==> config.mk <==
export PLATFORM = sky130hd
export DESIGN_NAME = uart_fifo_core
export DESIGN_NICKNAME = d
export VERILOG_FILES = /design/src/rtl/uart_pkg.sv /design/src/rtl/uart_sync_fifo.sv /design/src/rtl/uart_baud_gen.sv /design/src/rtl/uart_tx_engine.sv /design/src/rtl/uart_rx_engine.sv /design/src/rtl/uart_fifo_core.sv
export SDC_FILE = /design/constraint.sdc
export NUM_CORES = 1
export LEC_CHECK = 0
export BUFFER_PORTS_ARGS = -buffer_cell sky130_fd_sc_hd__buf_4
export CAP_MARGIN = 20
export CELL_PAD_IN_SITES_DETAIL_PLACEMENT = 0
export CELL_PAD_IN_SITES_GLOBAL_PLACEMENT = 1
export CORE_ASPECT_RATIO = 1.4
export CORE_MARGIN = 2
export CORE_UTILIZATION = 50
export DETAILED_ROUTE_END_ITERATION = 7
export PLACE_DENSITY = 0.78
export SYNTH_ARGS = -nofsm -noshare
export SYNTH_HDL_FRONTEND = slang
export SYNTH_SLANG_ARGS = --single-unit
==> constraint.sdc <==
create_clock -name clk -period 3.8 [get_ports clk]
set_input_delay 0.19 -clock clk [delete_from_list [all_inputs] [get_ports clk]]
set_output_delay 0.19 -clock clk [all_outputs]
set_load 0.05 [all_outputs]
==> src/rtl/uart_pkg.sv <==
package uart_pkg;

  localparam int DATA_W   = 8;
  localparam int OS_RATE  = 16;
  localparam int OS_W     = $clog2(OS_RATE);
  localparam int BIT_W    = $clog2(DATA_W);

  localparam logic [1:0] PAR_NONE = 2'b00;
  localparam logic [1:0] PAR_EVEN = 2'b01;
  localparam logic [1:0] PAR_ODD  = 2'b10;

  typedef enum logic [2:0] {
    TX_IDLE, TX_START, TX_DATA, TX_PAR, TX_STOP
  } tx_state_e;

  typedef enum logic [2:0] {
    RX_IDLE, RX_START, RX_DATA, RX_PAR, RX_STOP, RX_WAIT
  } rx_state_e;

  typedef struct packed {
    logic              frm;
    logic              par;
    logic [DATA_W-1:0] data;
  } rx_word_t;

  function automatic logic parity_on(input logic [1:0] sel);
    return (sel == PAR_EVEN) || (sel == PAR_ODD);
  endfunction

  function automatic logic parity_bit(input logic [DATA_W-1:0] d,
                                      input logic [1:0] sel);
    return (sel == PAR_ODD) ? ~(^d) : (^d);
  endfunction

endpackage

==> src/rtl/uart_sync_fifo.sv <==
module uart_sync_fifo #(
  parameter int WIDTH = 8,
  parameter int DEPTH = 8
) (
  input  logic             clk,
  input  logic             rst,
  input  logic             flush,
  input  logic             push,
  input  logic [WIDTH-1:0] wdata,
  input  logic             pop,
  output logic [WIDTH-1:0] rdata,
  output logic [$clog2(DEPTH):0] count,
  output logic             full,
  output logic             empty
);
  localparam int AW = $clog2(DEPTH);
  localparam int CW = AW + 1;

  logic [WIDTH-1:0] mem [DEPTH];
  logic [AW-1:0]    wr_ptr, rd_ptr;
  logic             do_push, do_pop;

  assign full    = (count == CW'(DEPTH));
  assign empty   = (count == '0);
  assign do_push = push && !full;
  assign do_pop  = pop && !empty;
  assign rdata   = mem[rd_ptr];

  // storage has no reset so it maps onto RAM resources
  always_ff @(posedge clk) begin
    if (do_push && !flush) mem[wr_ptr] <= wdata;
  end

  always_ff @(posedge clk) begin
    if (rst || flush) begin
      wr_ptr <= '0;
      rd_ptr <= '0;
      count  <= '0;
    end else begin
      if (do_push) wr_ptr <= wr_ptr + 1'b1;
      if (do_pop)  rd_ptr <= rd_ptr + 1'b1;
      case ({do_push, do_pop})
        2'b10:   count <= count + 1'b1;
        2'b01:   count <= count - 1'b1;
        default: count <= count;
      endcase
    end
  end


  full_hold_chk: assert property (@(posedge clk) disable iff (rst)
    (full && push && !pop && !flush) |=> $stable(count));


  empty_hold_chk: assert property (@(posedge clk) disable iff (rst)
    (empty && pop && !push && !flush) |=> (count == '0));

endmodule

==> src/rtl/uart_baud_gen.sv <==
module uart_baud_gen #(
  parameter int DIV_W = 16
) (
  input  logic             clk,
  input  logic             rst,
  input  logic             enable,
  input  logic [DIV_W-1:0] divisor,
  output logic             tick
);
  logic [DIV_W-1:0] cnt;

  always_ff @(posedge clk) begin
    if (rst || !enable) begin
      cnt  <= '0;
      tick <= 1'b0;
    end else if (cnt >= divisor) begin
      cnt  <= '0;
      tick <= 1'b1;
    end else begin
      cnt  <= cnt + 1'b1;
      tick <= 1'b0;
    end
  end
endmodule

==> src/rtl/uart_tx_engine.sv <==
module uart_tx_engine
  import uart_pkg::*;
(
  input  logic              clk,
  input  logic              rst,
  input  logic              enable,
  input  logic              tx_en,
  input  logic              tick,
  input  logic [1:0]        parity_sel,
  input  logic              two_stop,
  input  logic              fifo_empty,
  input  logic [DATA_W-1:0] fifo_data,
  output logic              fifo_pop,
  output logic              line,
  output logic              busy
);
  localparam logic [OS_W-1:0]  SC_LAST  = OS_W'(OS_RATE - 1);
  localparam logic [BIT_W-1:0] BIT_LAST = BIT_W'(DATA_W - 1);

  tx_state_e         state;
  logic [OS_W-1:0]   sc;
  logic [BIT_W-1:0]  bitn;
  logic [DATA_W-1:0] shreg;
  logic              par_q, stop2, frame_end;

  assign busy      = (state != TX_IDLE);
  assign frame_end = (state == TX_STOP) && (sc == SC_LAST) && (!two_stop || stop2);
  assign fifo_pop  = enable && tick && tx_en && !fifo_empty &&
                     ((state == TX_IDLE) || frame_end);

  always_ff @(posedge clk) begin
    if (rst || !enable) begin
      state <= TX_IDLE;
      line  <= 1'b1;
      sc    <= '0;
      bitn  <= '0;
      shreg <= '0;
      par_q <= 1'b0;
      stop2 <= 1'b0;
    end else if (tick) begin
      if (fifo_pop) begin
        state <= TX_START;
        line  <= 1'b0;
        sc    <= '0;
        shreg <= fifo_data;
        par_q <= parity_bit(fifo_data, parity_sel);
        stop2 <= 1'b0;
      end else if (state != TX_IDLE) begin
        sc <= sc + 1'b1;
        if (sc == SC_LAST) begin
          case (state)
            TX_START: begin
              state <= TX_DATA;
              line  <= shreg[0];
              bitn  <= '0;
            end
            TX_DATA: begin
              if (bitn == BIT_LAST) begin
                if (parity_on(parity_sel)) begin
                  state <= TX_PAR;
                  line  <= par_q;
                end else begin
                  state <= TX_STOP;
                  line  <= 1'b1;
                end
              end else begin
                bitn  <= bitn + 1'b1;
                shreg <= shreg >> 1;
                line  <= shreg[1];
              end
            end
            TX_PAR: begin
              state <= TX_STOP;
              line  <= 1'b1;
            end
            TX_STOP: begin
              if (two_stop && !stop2) stop2 <= 1'b1;
              else                    state <= TX_IDLE;
            end
            default: state <= TX_IDLE;
          endcase
        end
      end
    end
  end


  idle_line_chk: assert property (@(posedge clk) disable iff (rst)
    (state == TX_IDLE) |-> line);

endmodule

==> src/rtl/uart_rx_engine.sv <==
module uart_rx_engine
  import uart_pkg::*;
(
  input  logic       clk,
  input  logic       rst,
  input  logic       enable,
  input  logic       tick,
  input  logic       line_in,
  input  logic [1:0] parity_sel,
  output logic       word_valid,
  output rx_word_t   word
);
  localparam logic [OS_W-1:0]  SC_MID   = OS_W'(OS_RATE / 2 - 1);
  localparam logic [OS_W-1:0]  SC_LAST  = OS_W'(OS_RATE - 1);
  localparam logic [BIT_W-1:0] BIT_LAST = BIT_W'(DATA_W - 1);

  rx_state_e         state;
  logic [OS_W-1:0]   sc;
  logic [BIT_W-1:0]  bitn;
  logic [DATA_W-1:0] shreg;
  logic              par_err;

  always_ff @(posedge clk) begin
    if (rst || !enable) begin
      state      <= RX_IDLE;
      sc         <= '0;
      bitn       <= '0;
      shreg      <= '0;
      par_err    <= 1'b0;
      word_valid <= 1'b0;
      word       <= '0;
    end else begin
      word_valid <= 1'b0;
      if (state == RX_WAIT) begin
        if (line_in) state <= RX_IDLE;
      end else if (tick) begin
        case (state)
          RX_IDLE: begin
            if (!line_in) begin
              state <= RX_START;
              sc    <= '0;
            end
          end
          RX_START: begin
            sc <= sc + 1'b1;
            if (sc == SC_MID) begin
              sc <= '0;
              if (!line_in) begin
                state   <= RX_DATA;
                bitn    <= '0;
                par_err <= 1'b0;
              end else begin
                state <= RX_IDLE;
              end
            end
          end
          RX_DATA: begin
            sc <= sc + 1'b1;
            if (sc == SC_LAST) begin
              shreg <= {line_in, shreg[DATA_W-1:1]};
              bitn  <= bitn + 1'b1;
              if (bitn == BIT_LAST)
                state <= parity_on(parity_sel) ? RX_PAR : RX_STOP;
            end
          end
          RX_PAR: begin
            sc <= sc + 1'b1;
            if (sc == SC_LAST) begin
              par_err <= (line_in != parity_bit(shreg, parity_sel));
              state   <= RX_STOP;
            end
          end
          RX_STOP: begin
            sc <= sc + 1'b1;
            if (sc == SC_LAST) begin
              word_valid <= 1'b1;
              word       <= '{frm: !line_in, par: par_err, data: shreg};
              state      <= line_in ? RX_IDLE : RX_WAIT;
            end
          end
          default: state <= RX_IDLE;
        endcase
      end
    end
  end


  frame_flag_chk: assert property (@(posedge clk) disable iff (rst)
    (word_valid && word.frm) |-> (state == RX_WAIT));

endmodule

==> src/rtl/uart_fifo_core.sv <==
module uart_fifo_core
  import uart_pkg::*;
#(
  parameter int FIFO_DEPTH = 8,
  parameter int DIV_W      = 16
) (
  input  logic              clk,
  input  logic              rst,
  input  logic              cfg_on,
  input  logic              cfg_tx_en,
  input  logic              cfg_rx_en,
  input  logic [1:0]        cfg_parity,
  input  logic              cfg_two_stop,
  input  logic              cfg_loopback,
  input  logic              cfg_break,
  input  logic [1:0]        cfg_rx_isel,
  input  logic [1:0]        cfg_tx_isel,
  input  logic [DIV_W-1:0]  cfg_divisor,
  input  logic              tx_push,
  input  logic [DATA_W-1:0] tx_data,
  output logic              tx_full,
  output logic              tx_empty,
  input  logic              rx_pop,
  output logic [DATA_W-1:0] rx_data,
  output logic              rx_avail,
  output logic              rx_par_err,
  output logic              rx_frm_err,
  output logic              rx_overrun,
  input  logic              ovr_clear,
  input  logic              serial_rx,
  output logic              serial_tx,
  output logic              irq_fault,
  output logic              irq_rx,
  output logic              irq_tx
);
  localparam int CW       = $clog2(FIFO_DEPTH) + 1;
  localparam int RXW      = $bits(rx_word_t);
  localparam logic [CW-1:0] HALF = CW'(FIFO_DEPTH / 2);
  localparam logic [CW-1:0] FULL = CW'(FIFO_DEPTH);

  logic              tick;
  logic              txf_pop, txf_full, txf_empty;
  logic [DATA_W-1:0] txf_head;
  logic [CW-1:0]     txf_count;
  logic              tx_line, tx_busy;
  logic [1:0]        rx_sync;
  logic              rx_src;
  logic              rw_valid;
  rx_word_t          rw_word;
  logic              rxf_push, rxf_full, rxf_empty, rxf_flush;
  logic [RXW-1:0]    rxf_head_bits;
  rx_word_t          rxf_head;
  logic [CW-1:0]     rxf_count;
  logic              ovr_q;

  uart_baud_gen #(.DIV_W(DIV_W)) u_baud (
    .clk(clk), .rst(rst), .enable(cfg_on), .divisor(cfg_divisor), .tick(tick)
  );

  uart_sync_fifo #(.WIDTH(DATA_W), .DEPTH(FIFO_DEPTH)) u_txf (
    .clk(clk), .rst(rst), .flush(!cfg_on), .push(tx_push), .wdata(tx_data),
    .pop(txf_pop), .rdata(txf_head), .count(txf_count),
    .full(txf_full), .empty(txf_empty)
  );

  uart_tx_engine u_tx (
    .clk(clk), .rst(rst), .enable(cfg_on), .tx_en(cfg_tx_en), .tick(tick),
    .parity_sel(cfg_parity), .two_stop(cfg_two_stop),
    .fifo_empty(txf_empty), .fifo_data(txf_head), .fifo_pop(txf_pop),
    .line(tx_line), .busy(tx_busy)
  );

  // output line register: off forces idle, break forces low
  always_ff @(posedge clk) begin
    if (rst || !cfg_on)  serial_tx <= 1'b1;
    else if (cfg_break)  serial_tx <= 1'b0;
    else                 serial_tx <= tx_line;
  end

  // receive source select and two-stage synchronizer
  assign rx_src = cfg_loopback ? serial_tx : serial_rx;

  always_ff @(posedge clk) begin
    if (rst) rx_sync <= 2'b11;
    else     rx_sync <= {rx_sync[0], rx_src};
  end

  uart_rx_engine u_rx (
    .clk(clk), .rst(rst), .enable(cfg_on), .tick(tick), .line_in(rx_sync[1]),
    .parity_sel(cfg_parity), .word_valid(rw_valid), .word(rw_word)
  );

  assign rxf_push  = rw_valid && cfg_rx_en;
  assign rxf_flush = !cfg_on || ovr_clear;

  uart_sync_fifo #(.WIDTH(RXW), .DEPTH(FIFO_DEPTH)) u_rxf (
    .clk(clk), .rst(rst), .flush(rxf_flush), .push(rxf_push), .wdata(rw_word),
    .pop(rx_pop), .rdata(rxf_head_bits), .count(rxf_count),
    .full(rxf_full), .empty(rxf_empty)
  );

  assign rxf_head = rx_word_t'(rxf_head_bits);

  always_ff @(posedge clk) begin
    if (rst || rxf_flush)         ovr_q <= 1'b0;
    else if (rxf_push && rxf_full) ovr_q <= 1'b1;
  end

  assign tx_full    = txf_full;
  assign tx_empty   = txf_empty && !tx_busy;
  assign rx_avail   = !rxf_empty;
  assign rx_data    = rxf_head.data;
  assign rx_par_err = rx_avail && rxf_head.par;
  assign rx_frm_err = rx_avail && rxf_head.frm;
  assign rx_overrun = ovr_q;

  // registered interrupt lines
  always_ff @(posedge clk) begin
    if (rst || !cfg_on) begin
      irq_fault <= 1'b0;
      irq_rx    <= 1'b0;
      irq_tx    <= 1'b0;
    end else begin
      irq_fault <= ovr_q || rx_par_err || rx_frm_err;
      case (cfg_rx_isel)
        2'b00:   irq_rx <= (rxf_count != '0);
        2'b01:   irq_rx <= (rxf_count >= HALF);
        default: irq_rx <= (rxf_count == FULL);
      endcase
      case (cfg_tx_isel)
        2'b00:   irq_tx <= !txf_full;
        2'b01:   irq_tx <= txf_empty && !tx_busy;
        default: irq_tx <= txf_empty;
      endcase
    end
  end


  break_low_chk: assert property (@(posedge clk) disable iff (rst)
    (cfg_on && cfg_break) |=> !serial_tx);


  off_idle_chk: assert property (@(posedge clk) disable iff (rst)
    !cfg_on |=> (serial_tx && (txf_count == '0) && (rxf_count == '0)));


  empty_not_full_chk: assert property (@(posedge clk) disable iff (rst)
    tx_empty |-> !tx_full);


  ovr_sticky_chk: assert property (@(posedge clk) disable iff (rst)
    (rx_overrun && !ovr_clear && cfg_on) |=> rx_overrun);


  tx_hold_chk: assert property (@(posedge clk) disable iff (rst)
    (!cfg_tx_en && !tx_busy) |=> !tx_busy);

endmodule

==> results by group <==
Power
  – Worst vdd ir: 0.4337 mV
  – Total power draw: 5.265 mW
  – Leakage: 4.206 nW
  – Pwr Density: 428.0 mW/mm2

Timing
  – Final Hold Viols: 0
  – Setup TNS: 0 ns
  – Finish-stage setup viols: 0
  – Minimum clock period: 2.887 ns
  – Unrepaired setup endpoints after global routing: no
  – Worst Skew: 0.01188 ns
  – Slew Viols, Final: 0
  – Achievable frequency: 346.4 MHz
  – Slew margin rel.: 34.66%
  – Crit share post-route: 75.98%
  – Worst slew pin tran: 0.9788 ns

Place
  – I/O Buffers: 59
  – Gpl congestion: 0.7219
  – Detailed placement HPWL: 14.26 mm

Floorplanning
  – Die width: 127.1 um
  – Die ar.: 0.02241 mm2
  – Core ar.: 0.02097 mm2
  – Io pins: 60
  – Initial Util: 50.57%
  – Die Height: 176.3 um
  – Core Rows: 63

Synth
  – Synth unique cells: 60
  – Cell area after synthesis: 0.01060 mm2
  – Syn avg cell area: 12.76 um2
  – Top FF cell, synth: edfxtp_1
  – Most common cell in the netlist: edfxtp_1
  – Post-synthesis sequential area ratio: 59.85%
  – Number of synthesized flops with an enable pin: 144
  – Post-synth ARST share: 0%
  – Warnings, synthesis: 0
  – Cells after Synth: 831
  – Top cells by area, synth: edfxtp_1 41%, dfxtp_1 19%, mux4_2 6.8%
  – Synthesis-stage register bit count: 245
  – Top cells by count, synth: 144 x edfxtp_1, 101 x dfxtp_1, 98 x nor2_1
  – Syn nets: 908
  – Largest area contributor in the netlist: edfxtp_1
  – Yosys top cell area share: 40.78%

Detailed routing
  – Iteration-0 DRC Markers: 228
  – Drt via density: 5.505
  – Wirelength per Cell: 17.14 um
  – DRT Pass-1 Iters: 6
  – Routed WL: 20.46 mm
  – # DRC: 0
  – Total vias in the final route: 6,573
  – DRT antenna net count: 0

CTS
  – Reg clk slew, reported paths: 0.07 ns
  – CTS Buf Count: 24
  – CTS tree: yes
  – Cts hold-fix bufs: 16
  – Clock Latency Late Sink: 0.51 ns
  – Post-CTS Setup Bufs: 0
  – Clock tree buffer depth: 3
  – H-Tree Depth: 1
  – Num Clock Sinks: 245
  – Root Driver: clkbuf_16
  – PostCTS Resize Cnt: 0

GRT
  – Initial antenna violation count: 0
  – Vias in the first global route: 6,825
  – Grt ovf: 0
  – GR Util All Layers: 18.64%
  – Global-route wire length before repair: 33.71 mm
  – Largest net degree at the start of global routing: 36

Critical path
  – CP Data Arrival Time: 3.32 ns
  – Reg2reg setup slack: 0.91 ns
  – CP Launch Type: flop
  – Critical R2R Capture: u_txf.count[3]
  – CP max FO: 28
  – Crit Path Class: reg -> reg
  – Worst setup startpoint: u_tx.sc[0]
  – Crit path required time: 4.23 ns
  – Worst flop-to-flop path startpoint: u_tx.sc[0]
  – Crit. End Element: flop
  – Reg2Reg Depth: 13

Final layout
  – Fin nets: 994
  – Layout area overhead: 15.99%
  – Fill count: 1,669
  – Ant diodes: 0
  – Layout cells sized above 1: 18.09%

Run status
  – Status: complete, no violations

Hold path
  – Hold Path Sink: irq_rx
  – Min-delay src: cfg_rx_isel[0]
  – Worst min path class: in -> reg
  – Worst Hold Depth: 4

Flow run
  – Max Cap Viol: 0
==> flip-flops by register name, indices dropped and copies added, names as in the netlist, 4 cells and up, named ones only <==
signal	count
u_rxf.mem	80
u_txf.mem	64
u_baud.cnt	16
u_rx.word	10
u_rx.shreg	8
u_tx.shreg	8
u_rx.sc	4
u_rxf.count	4
u_tx.sc	4
u_txf.count	4
==> cell families after synthesis <==
| group | count (synthesis) | share of synthesized area [%] |
|---|---|---|
| simple gates | 254 | 11.50 |
| flops | 245 | 59.85 |
| compound gates | 104 | 5.758 |
| mux | 78 | 11.89 |
| buf+inv | 67 | 2.832 |
| xor+xnor | 48 | 3.965 |
| fa+ha+maj | 35 | 4.201 |
==> final cells by class <==
type / count / area, um2 / share of cell area, %
Clock buffer: 29 / 640.6 / 5.209
Clock inverter: 14 / 133.9 / 1.089
Inverter: 29 / 108.9 / 0.8850
Multi-Input combinational cell: 519 / 3965 / 32.24
Sequential cell: 245 / 6346 / 51.60
Tap cell: 260 / 325.3 / 2.645
Timing Repair Buffer: 98 / 779.5 / 6.338
==> critical path, cell delays in order, from the launching register on <==
cell and delay [ns]:
dfxtp_1 0.33, ha_1 0.22, nand3_1 0.16, nor4b_2 0.09, a21oi_1 0.38, nor2_4 0.05
buf_4 0.24, ha_1 0.27, nor4bb_1 0.36, a21oi_1 0.09, nor2_1 0.10, a21oi_1 0.06
or3_1 0.32, a21oi_1 0.14
==> per-layer routing <==
layer,track usage [%],share of wire (%)
met1,20.65,39
met5,0,0
met3,2.333,3.4
met2,36.87,56
met4,5.266,2.0
==> how the worst max path moves through the flow <==
stage	cells after the start	to	slack (ns)
4_1_cts	13	u_txf.count[3]	0.96
3_5_place_dp	13	u_txf.count[3]	0.95
6_report	13	u_txf.count[3]	0.91
2_1_floorplan	13	u_txf.count[2]	1.06
3_3_place_gp	13	u_txf.count[3]	1.15
5_1_grt	11	u_txf.count[3]	0.64
==> metrics by stage <==
| step | hold slack, ns | cells | area [um2] | util [%] | worst slack (ns) |
|---|---|---|---|---|---|
| 2_1_floorplan | 0.2844 | 831 | 10600 | - | 1.063 |
| 3_3_place_gp | 0.3914 | 1134 | 11350 | 54.15 | 1.145 |
| 3_5_place_dp | 0.3900 | 1134 | 11350 | 54.15 | 0.9508 |
| 4_1_cts | 0.008467 | 1193 | 12290 | 58.60 | 0.9585 |
| 5_1_grt | 0.02267 | 1194 | 12300 | 58.66 | 0.6383 |
| 6_report | 0.02215 | 1194 | 12300 | 58.66 | 0.9128 |
==> cells in the final DEF (no fill, tap or decap), types with 4 or more instances in the layout <==
cell type and instances:
mux2_2 9, edfxtp_1 144, nor2b_1 8, a21oi_1 49, inv_1 27, buf_4 81
nand2b_1 11, xor2_1 23, mux4_2 32, a211oi_1 10, dfxtp_1 101, nand3_1 17
o21ai_0 15, clkbuf_16 25, nand2_1 42, o21ai_1 10, mux4_1 4, xnor2_1 25
nor3_1 34, a21o_1 4, or3_1 5, and3_1 6, ha_1 34, nor2_1 98
dlygate4sd3_1 16, mux2i_1 32, clkbuf_1 4, nor4_1 5, clkinv_2 4, nand4_1 5
==> where the power goes <==
part           switching [mW]  total [mW]  internal, mW
Sequential            0.00740        2.81          2.80
Clock                   0.960        2.30          1.34
Combinational          0.0787       0.155        0.0759
Total                    1.05        5.26          4.22
Power figures use the tool's default switching activity.
